`config.mk`:
```
export PLATFORM = sky130hd
export DESIGN_NAME = tap_port
export DESIGN_NICKNAME = d
export VERILOG_FILES = /design/src/rtl/tap_pkg.sv /design/src/rtl/tap_fsm.sv /design/src/rtl/tap_ir.sv /design/src/rtl/tap_shreg.sv /design/src/rtl/tap_port.sv
export SDC_FILE = /design/constraint.sdc
export NUM_CORES = 1
export LEC_CHECK = 0
export BUFFER_PORTS_ARGS = -buffer_cell sky130_fd_sc_hd__buf_2
export CAP_MARGIN = 25
export CELL_PAD_IN_SITES_DETAIL_PLACEMENT = 1
export CELL_PAD_IN_SITES_GLOBAL_PLACEMENT = 1
export CORE_MARGIN = 1.5
export CORE_UTILIZATION = 40
export DETAILED_ROUTE_END_ITERATION = 6
export PLACE_DENSITY_LB_ADDON = 0.3
export SYNTH_ARGS = -nofsm -noshare
export SYNTH_HDL_FRONTEND = slang
export SYNTH_SLANG_ARGS = --single-unit
```
`constraint.sdc`:
```
create_clock -name tck -period 4.1 [get_ports tck]
set_input_delay 1.025 -clock tck [delete_from_list [all_inputs] [get_ports tck]]
set_output_delay 1.025 -clock tck [all_outputs]
set_load 0.02 [all_outputs]
```
`src/rtl/tap_pkg.sv`:
```
package tap_pkg;

  localparam int IR_W = 8;

  typedef enum logic [3:0] {
    ST_RESET   = 4'd0,
    ST_IDLE    = 4'd1,
    ST_SEL_DR  = 4'd2,
    ST_CAP_DR  = 4'd3,
    ST_SH_DR   = 4'd4,
    ST_EX1_DR  = 4'd5,
    ST_PAU_DR  = 4'd6,
    ST_EX2_DR  = 4'd7,
    ST_UPD_DR  = 4'd8,
    ST_SEL_IR  = 4'd9,
    ST_CAP_IR  = 4'd10,
    ST_SH_IR   = 4'd11,
    ST_EX1_IR  = 4'd12,
    ST_PAU_IR  = 4'd13,
    ST_EX2_IR  = 4'd14,
    ST_UPD_IR  = 4'd15
  } tap_state_e;

  typedef enum logic [1:0] {
    DSEL_BYP  = 2'd0,
    DSEL_ID   = 2'd1,
    DSEL_USER = 2'd2,
    DSEL_BND  = 2'd3
  } dsel_e;

  typedef struct packed {
    dsel_e sel;
    logic  test_mode;
    logic  hiz;
  } ir_dec_t;

  localparam logic [IR_W-1:0] OP_EXTEST   = 8'b0000_0000;
  localparam logic [IR_W-1:0] OP_SAMPLE   = 8'b0000_0001;
  localparam logic [IR_W-1:0] OP_INTEST   = 8'b0000_0010;
  localparam logic [IR_W-1:0] OP_HIGHZ    = 8'b1111_1100;
  localparam logic [IR_W-1:0] OP_USERCODE = 8'b1111_1101;
  localparam logic [IR_W-1:0] OP_IDCODE   = 8'b1111_1110;
  localparam logic [IR_W-1:0] OP_BYPASS   = 8'b1111_1111;

  // Capture pattern: fixed 01 in the two low bits, free bits taken as 0.
  localparam logic [IR_W-1:0] IR_CAPTURE  = 8'b0000_0001;

  function automatic tap_state_e tap_next(input tap_state_e s, input logic m);
    tap_state_e n;
    case (s)
      ST_RESET:  n = m ? ST_RESET  : ST_IDLE;
      ST_IDLE:   n = m ? ST_SEL_DR : ST_IDLE;
      ST_SEL_DR: n = m ? ST_SEL_IR : ST_CAP_DR;
      ST_CAP_DR: n = m ? ST_EX1_DR : ST_SH_DR;
      ST_SH_DR:  n = m ? ST_EX1_DR : ST_SH_DR;
      ST_EX1_DR: n = m ? ST_UPD_DR : ST_PAU_DR;
      ST_PAU_DR: n = m ? ST_EX2_DR : ST_PAU_DR;
      ST_EX2_DR: n = m ? ST_UPD_DR : ST_SH_DR;
      ST_UPD_DR: n = m ? ST_SEL_DR : ST_IDLE;
      ST_SEL_IR: n = m ? ST_RESET  : ST_CAP_IR;
      ST_CAP_IR: n = m ? ST_EX1_IR : ST_SH_IR;
      ST_SH_IR:  n = m ? ST_EX1_IR : ST_SH_IR;
      ST_EX1_IR: n = m ? ST_UPD_IR : ST_PAU_IR;
      ST_PAU_IR: n = m ? ST_EX2_IR : ST_PAU_IR;
      ST_EX2_IR: n = m ? ST_UPD_IR : ST_SH_IR;
      ST_UPD_IR: n = m ? ST_SEL_DR : ST_IDLE;
      default:   n = ST_RESET;
    endcase
    return n;
  endfunction

  function automatic ir_dec_t ir_decode(input logic [IR_W-1:0] op);
    ir_dec_t d;
    d = '{sel: DSEL_BYP, test_mode: 1'b0, hiz: 1'b0};
    case (op)
      OP_EXTEST, OP_INTEST: begin d.sel = DSEL_BND; d.test_mode = 1'b1; end
      OP_SAMPLE:            d.sel = DSEL_BND;
      OP_IDCODE:            d.sel = DSEL_ID;
      OP_USERCODE:          d.sel = DSEL_USER;
      OP_HIGHZ:             d.hiz = 1'b1;
      default:              d.sel = DSEL_BYP;
    endcase
    return d;
  endfunction

endpackage

```
`src/rtl/tap_fsm.sv`:
```
module tap_fsm
  import tap_pkg::*;
(
  input  logic       tck,
  input  logic       por_n,
  input  logic       tms,
  output tap_state_e st
);

  always_ff @(posedge tck or negedge por_n) begin
    if (!por_n) st <= ST_RESET;
    else        st <= tap_next(st, tms);
  end

endmodule

```
`src/rtl/tap_ir.sv`:
```
module tap_ir
  import tap_pkg::*;
(
  input  logic            tck,
  input  logic            por_n,
  input  tap_state_e      st,
  input  logic            tdi,
  output logic            ir_so,
  output logic [IR_W-1:0] ir_cur,
  output ir_dec_t         dec
);

  logic [IR_W-1:0] ir_sr;

  // Shift stage: rising edge, capture or shift toward the LSB.
  always_ff @(posedge tck or negedge por_n) begin
    if (!por_n)                 ir_sr <= IR_CAPTURE;
    else if (st == ST_CAP_IR)   ir_sr <= IR_CAPTURE;
    else if (st == ST_SH_IR)    ir_sr <= {tdi, ir_sr[IR_W-1:1]};
  end

  // Current instruction: falling edge, only in Update-IR or reset state.
  always_ff @(negedge tck or negedge por_n) begin
    if (!por_n)                 ir_cur <= OP_IDCODE;
    else if (st == ST_RESET)    ir_cur <= OP_IDCODE;
    else if (st == ST_UPD_IR)   ir_cur <= ir_sr;
  end

  assign ir_so = ir_sr[0];
  assign dec   = ir_decode(ir_cur);

endmodule

```
`src/rtl/tap_shreg.sv`:
```
module tap_shreg #(
  parameter int           W   = 32,
  parameter logic [W-1:0] CAP = '0
) (
  input  logic tck,
  input  logic por_n,
  input  logic cap_en,
  input  logic sh_en,
  input  logic si,
  output logic so
);

  logic [W-1:0] q;

  generate
    if (W == 1) begin : g_bit
      always_ff @(posedge tck or negedge por_n) begin
        if (!por_n)      q <= CAP;
        else if (cap_en) q <= CAP;
        else if (sh_en)  q <= si;
      end
    end else begin : g_vec
      always_ff @(posedge tck or negedge por_n) begin
        if (!por_n)      q <= CAP;
        else if (cap_en) q <= CAP;
        else if (sh_en)  q <= {si, q[W-1:1]};
      end
    end
  endgenerate

  assign so = q[0];

endmodule

```
`src/rtl/tap_port.sv`:
```
module tap_port
  import tap_pkg::*;
#(
  parameter int            ID_W       = 32,
  parameter logic [ID_W-1:0] ID_VALUE   = 32'h1A5C_E0B3,
  parameter logic [ID_W-1:0] USER_VALUE = 32'h0000_C0DE
) (
  input  logic tck,
  input  logic por_n,
  input  logic tms,
  input  logic tdi,
  output logic tdo,
  output logic tdo_en,
  input  logic bsr_so,
  output logic bsr_capture,
  output logic bsr_shift,
  output logic bsr_update,
  output logic bsr_test_mode,
  output logic pins_disable
);

  localparam int NREG = 3;  // internal data registers: bypass, id, user

  tap_state_e      st;
  logic [IR_W-1:0] ir_cur;
  ir_dec_t         dec;
  logic            ir_so;
  dsel_e           dsel;
  logic            in_cap_dr, in_sh_dr, in_upd_dr, in_shift;
  logic [NREG-1:0] reg_so;
  logic            byp_q;
  logic            dr_so;

  tap_fsm u_fsm (
    .tck   (tck),
    .por_n (por_n),
    .tms   (tms),
    .st    (st)
  );

  tap_ir u_ir (
    .tck    (tck),
    .por_n  (por_n),
    .st     (st),
    .tdi    (tdi),
    .ir_so  (ir_so),
    .ir_cur (ir_cur),
    .dec    (dec)
  );

  assign dsel      = dec.sel;
  assign in_cap_dr = (st == ST_CAP_DR);
  assign in_sh_dr  = (st == ST_SH_DR);
  assign in_upd_dr = (st == ST_UPD_DR);
  assign in_shift  = (st == ST_SH_DR) || (st == ST_SH_IR);

  generate
    for (genvar g = 0; g < NREG; g++) begin : g_dr
      localparam int           RW  = (g == 0) ? 1 : ID_W;
      localparam logic [RW-1:0] RC = (g == 0) ? '0 :
                                     (g == 1) ? RW'(ID_VALUE) : RW'(USER_VALUE);
      logic hit;
      assign hit = (dsel == dsel_e'(g));
      tap_shreg #(.W(RW), .CAP(RC)) u_reg (
        .tck    (tck),
        .por_n  (por_n),
        .cap_en (in_cap_dr && hit),
        .sh_en  (in_sh_dr && hit),
        .si     (tdi),
        .so     (reg_so[g])
      );
    end
  endgenerate

  assign byp_q = reg_so[0];

  always_comb begin
    case (dsel)
      DSEL_BYP:  dr_so = reg_so[0];
      DSEL_ID:   dr_so = reg_so[1];
      DSEL_USER: dr_so = reg_so[2];
      default:   dr_so = bsr_so;
    endcase
  end

  always_ff @(negedge tck or negedge por_n) begin
    if (!por_n) begin
      tdo    <= 1'b0;
      tdo_en <= 1'b0;
    end else begin
      tdo_en <= in_shift;
      if (st == ST_SH_IR)      tdo <= ir_so;
      else if (st == ST_SH_DR) tdo <= dr_so;
    end
  end

  assign bsr_capture   = in_cap_dr && (dsel == DSEL_BND);
  assign bsr_shift     = in_sh_dr  && (dsel == DSEL_BND);
  assign bsr_update    = in_upd_dr && (dsel == DSEL_BND);
  assign bsr_test_mode = dec.test_mode;
  assign pins_disable  = dec.hiz;

endmodule

```
# Yosys cells after proc, flatten, opt, wreduce, memory -nomap -nowiden
# Index checks and enable logic that the tools add are counted.
# totals
reg_bits,87
input_bits,5
wordCells,84
# op_classes
reduce_logical,24
n_eq_ne,23
mux,29
# op_table
operator,count
32-bit 2-to-1 mux,4
4-bit one-hot mux with 12 select lines,1
"4-bit == test, second input constant",8
8-bit 2-to-1 mux,4
"8-bit == test, second input constant",3
"4-bit by 3-bit == test with 1-bit output, second input constant",4
4-bit 2-to-1 mux,4
2-bit nonzero test,6
1-bit logical AND,9
1-bit 2-to-1 mux,9
"4-bit by 2-bit == test with 1-bit output, second input constant",2
"8-bit by 1-bit == test with 1-bit output, second input constant",1
"8-bit by 2-bit == test with 1-bit output, second input constant",1
8-bit logical NOT,1
2-bit 2-to-1 mux,3
3-bit 2-to-1 mux,2
2-bit one-hot mux with 3 select lines,1
2-bit OR reduction,3
3-bit OR reduction,2
"2-bit == test, second input constant",2
"4-bit by 1-bit == test with 1-bit output, second input constant",1
4-bit logical NOT,1
1-bit one-hot mux with 3 select lines,1
"2-bit by 1-bit == test with 1-bit output, second input constant",1
other kinds (2),2

# Logic depth before layout (Yosys ltp)
# depth
word_depth,7
mapped_depth,8
mapped_depth_nobuf,5

# Cells and area by module
# From an unflattened synthesis, not the netlist that was laid out.
# hier_totals
cells_unflattened,355
hier_area_um2,4006.3
# modules_own_cells
mod,cells_each,instances,area_per_inst_um2
tap_shreg at g_dr[1].u_reg,104,1,1345.0
tap_shreg at g_dr[2].u_reg,103,1,1342.5
tap_ir,83,1,777.0
tap_fsm,37,1,314.1
tap_port,25,1,188.9
tap_shreg at g_dr[0].u_reg,3,1,38.8

==> metrics.txt <==
status=complete, but fails checks; failing checks=setup timing; register area share after synthesis=0.579; Vias=3168; post-route ant nets=0; io pins=12; # rows=35; slew margin rel.=0.528; Post-Syn Area=3830 um2; CP Max Fanout=4; drt wl/cell=18.1 um; post-synth cell types=40; Die Y=101 um; Slowest-stage cell, CP=dfstp_2; final worst slack=-0.637 ns; Pins Over Slew Limit=0; Yosys Warn Count=0; leak pwr=2.13 nW; global-route wire length before repair=16700 um; Setup TNS=-12.84 ns; total global routing overflow=0; pin count of the biggest net entering global routing=57; DRC Markers=0; final hold violation count=0; peak supply drop=0.000346 V; Post-Place Cell Area=4110 um2; clk_skew=0.0716 ns; Post-synth EDFFs=0; area of the multi-input gates=1840 um2; GP Congestion=0.792; CTS max path bufs=2; routed vias/inst=5.26; clock sink total=87; CP required=3.07 ns; clock buffer count from CTS=9; clock root cell=clkbuf_8; final net count=473; post-route insts no fill=602; CTS Hold Bufs=0; WS Path Type=register to primary output; CORE AREA=9240 um2; Cells after DPL=558; Startpoint Class=register; Die W=101 um; Storage cell area=2220 um2; fraction of registers with async set/reset=1.00; ys flop type=dfrtp_1; initial antenna violation count=0; MaxCap Viol Count=0; Worst-path clk slew=0.10 ns; hold slack final=0.474 ns; worst-margin pin slew=0.707 ns; # fillers=1015; Total Routing Usage GR=0.211; crit end category=primary output; Area Growth Syn to Fin=33.6%; routed wire length=10900 um; Crit path largest cell delay=0.37 ns; worst path bufs/invs=1; final core utilization=0.554; die area=10200 um2; post-synthesis register bit count=87; vias in the first global route=3372; Power per Cell Area=619 nW/um2; Post-DP HPWL=5300 um; post-synthesis net count=435; Syn Inst Count=430; htree depth=3; setup violators final=66; final instance area=5120 um2; ratio of cells with drive above 1 in the final layout=0.397; initial core utilization=0.414; DRT iter0 DRCs=121; Pre-antenna DRT Iters=4; Syn Area/Cell=8.91 um2; Clock Latency Late Sink=0.41 ns; CTS tree=done; critical path's top delay family=simple AND/OR/NAND/NOR gates; RSZ-0062 raised after global routing=yes; CP Data Arrival Time=3.71 ns; CP Cell Sequence=nor4_2 > nand2_1 > a21o_4 > nor4_4 > buf_4; Diodes inserted=0; Hold WC Path Type=register to register; IO buf count=11
cell usage after synthesis (all sizes together) (2+ instances only):
library cell,instances,area share
dfrtn,3,0.020
nor3,6,0.0078
clkbuf,16,0.016
nor4,2,0.0033
dfrtp,53,0.35
dfstp,31,0.21
inv,6,0.0059
nand2,124,0.12
nand3,6,0.0078
nor2,39,0.038
a22oi,9,0.018
a21oi,10,0.013
a221oi,2,0.0046
o21ai,81,0.11
nand2b,3,0.0049
or3,3,0.0049
buf,16,0.027
or4,2,0.0039
power by group:
| part | switching, mW | internal (mW) | leakage, nW |
|---|---|---|---|
| Clock | 0.363 | 0.254 | 0.129 |
| Combinational | 0.752 | 0.565 | 0.919 |
| Sequential | 0.156 | 1.08 | 1.08 |
state kept, by name (all words and copies together) (netlist names):
signal,count
g_dr.u_reg.so,1
u_ir.ir_sr,8
u_fsm.st,4
tdo_en,1
u_ir.ir_cur,8
g_dr.u_reg.q,64
tdo,1
worst reg2reg max path: cells and delay by family (launching register included):
kind / cells / cell delay (ns)
simple gates: 4 / 1.04
flops: 1 / 0.54
compound gates: 1 / 0.05
buf+inv: 3 / 0.53
repair_timing:
action | in CTS | in global routing
endpoints found under the setup margin | 69 | 66
resized for setup | 71 | 70
cloned | 9 | 4
pin swaps | 42 | 11
buffers inserted | 8 | 7
stage by stage:
step	power [mW]	worst slack [ns]
after global placement	2.10	-0.297
after floorplan	1.91	-0.221
after detailed placement	2.16	-0.324
after CTS	2.89	-0.663
final	3.17	-0.637
after global routing	3.36	-0.713
per-layer routing:
metal | routed length [um] | vias to the layer above | share of wire | global-route usage
met5 | 0 | - | 0 | 0
met1 | 4800 | 1584 | 0.44 | 0.263
li1 | - | 1520 | - | -
met2 | 5630 | 44 | 0.52 | 0.378
met4 | 265 | 0 | 0.024 | 0.0607
met3 | 188 | 20 | 0.017 | 0.0361
worst paths after layout:
| path | startpoint | to | cells after the start | slack (ns) |
|---|---|---|---|---|
| min in group asynchronous | por_n | g_dr[0].u_reg.so | 1 | 0.60 |
| worst min register to register | g_dr[1].u_reg.q[7] | g_dr[1].u_reg.q[7] | 2 | 0.47 |
| worst max-delay path | u_ir.ir_cur[2] | bsr_update | 5 | -0.64 |
| worst min-delay path | g_dr[1].u_reg.q[7] | g_dr[1].u_reg.q[7] | 2 | 0.47 |
| max in group asynchronous | por_n | u_ir.ir_cur[7] | 1 | 1.15 |
| worst max register to register | u_ir.ir_cur[3] | g_dr[2].u_reg.q[19] | 8 | -0.26 |
cell usage in the layout, fill, tap and decap left out, types with 2 or more instances in the layout:
cell,netlist,final
nand2_1,123,86
dfrtp_1,53,53
o21ai_2,0,39
nor2_1,39,36
dfstp_2,31,31
o21ai_1,58,24
buf_4,0,22
nand2_4,0,21
o21ai_0,23,18
nand2_2,1,17
buf_6,4,13
inv_1,6,12
a21oi_1,10,10
clkbuf_8,0,10
a22oi_1,9,9
buf_16,0,6
nand3_1,6,5
buf_2,11,5
nor3_1,6,4
clkbuf_16,0,4
nand2b_1,3,3
or3_1,3,3
buf_12,0,3
dfrtn_1,3,3
a221oi_1,2,2
nor2_4,0,2
or4_4,0,2
inv_6,0,2
cell families after synthesis:
family                 count (synthesis)  share of synthesized area
AO/OA/AOI/OAI                        114                      0.168
XOR/XNOR                               1                    0.00229
buffers and inverters                 39                     0.0497
flip-flops                            87                      0.579
multiplexers                           1                    0.00261
AND/OR/NAND/NOR                      188                      0.199
cell type report:
type | count | area share
Sequential cell | 87 | 0.433
Multi-Input combinational cell | 304 | 0.360
Timing Repair Buffer | 53 | 0.129
Tap cell | 129 | 0.0315
Clock buffer | 10 | 0.0269
Clock inverter | 13 | 0.0149
Inverter | 6 | 0.00440
Power figures use the tool's default switching activity.
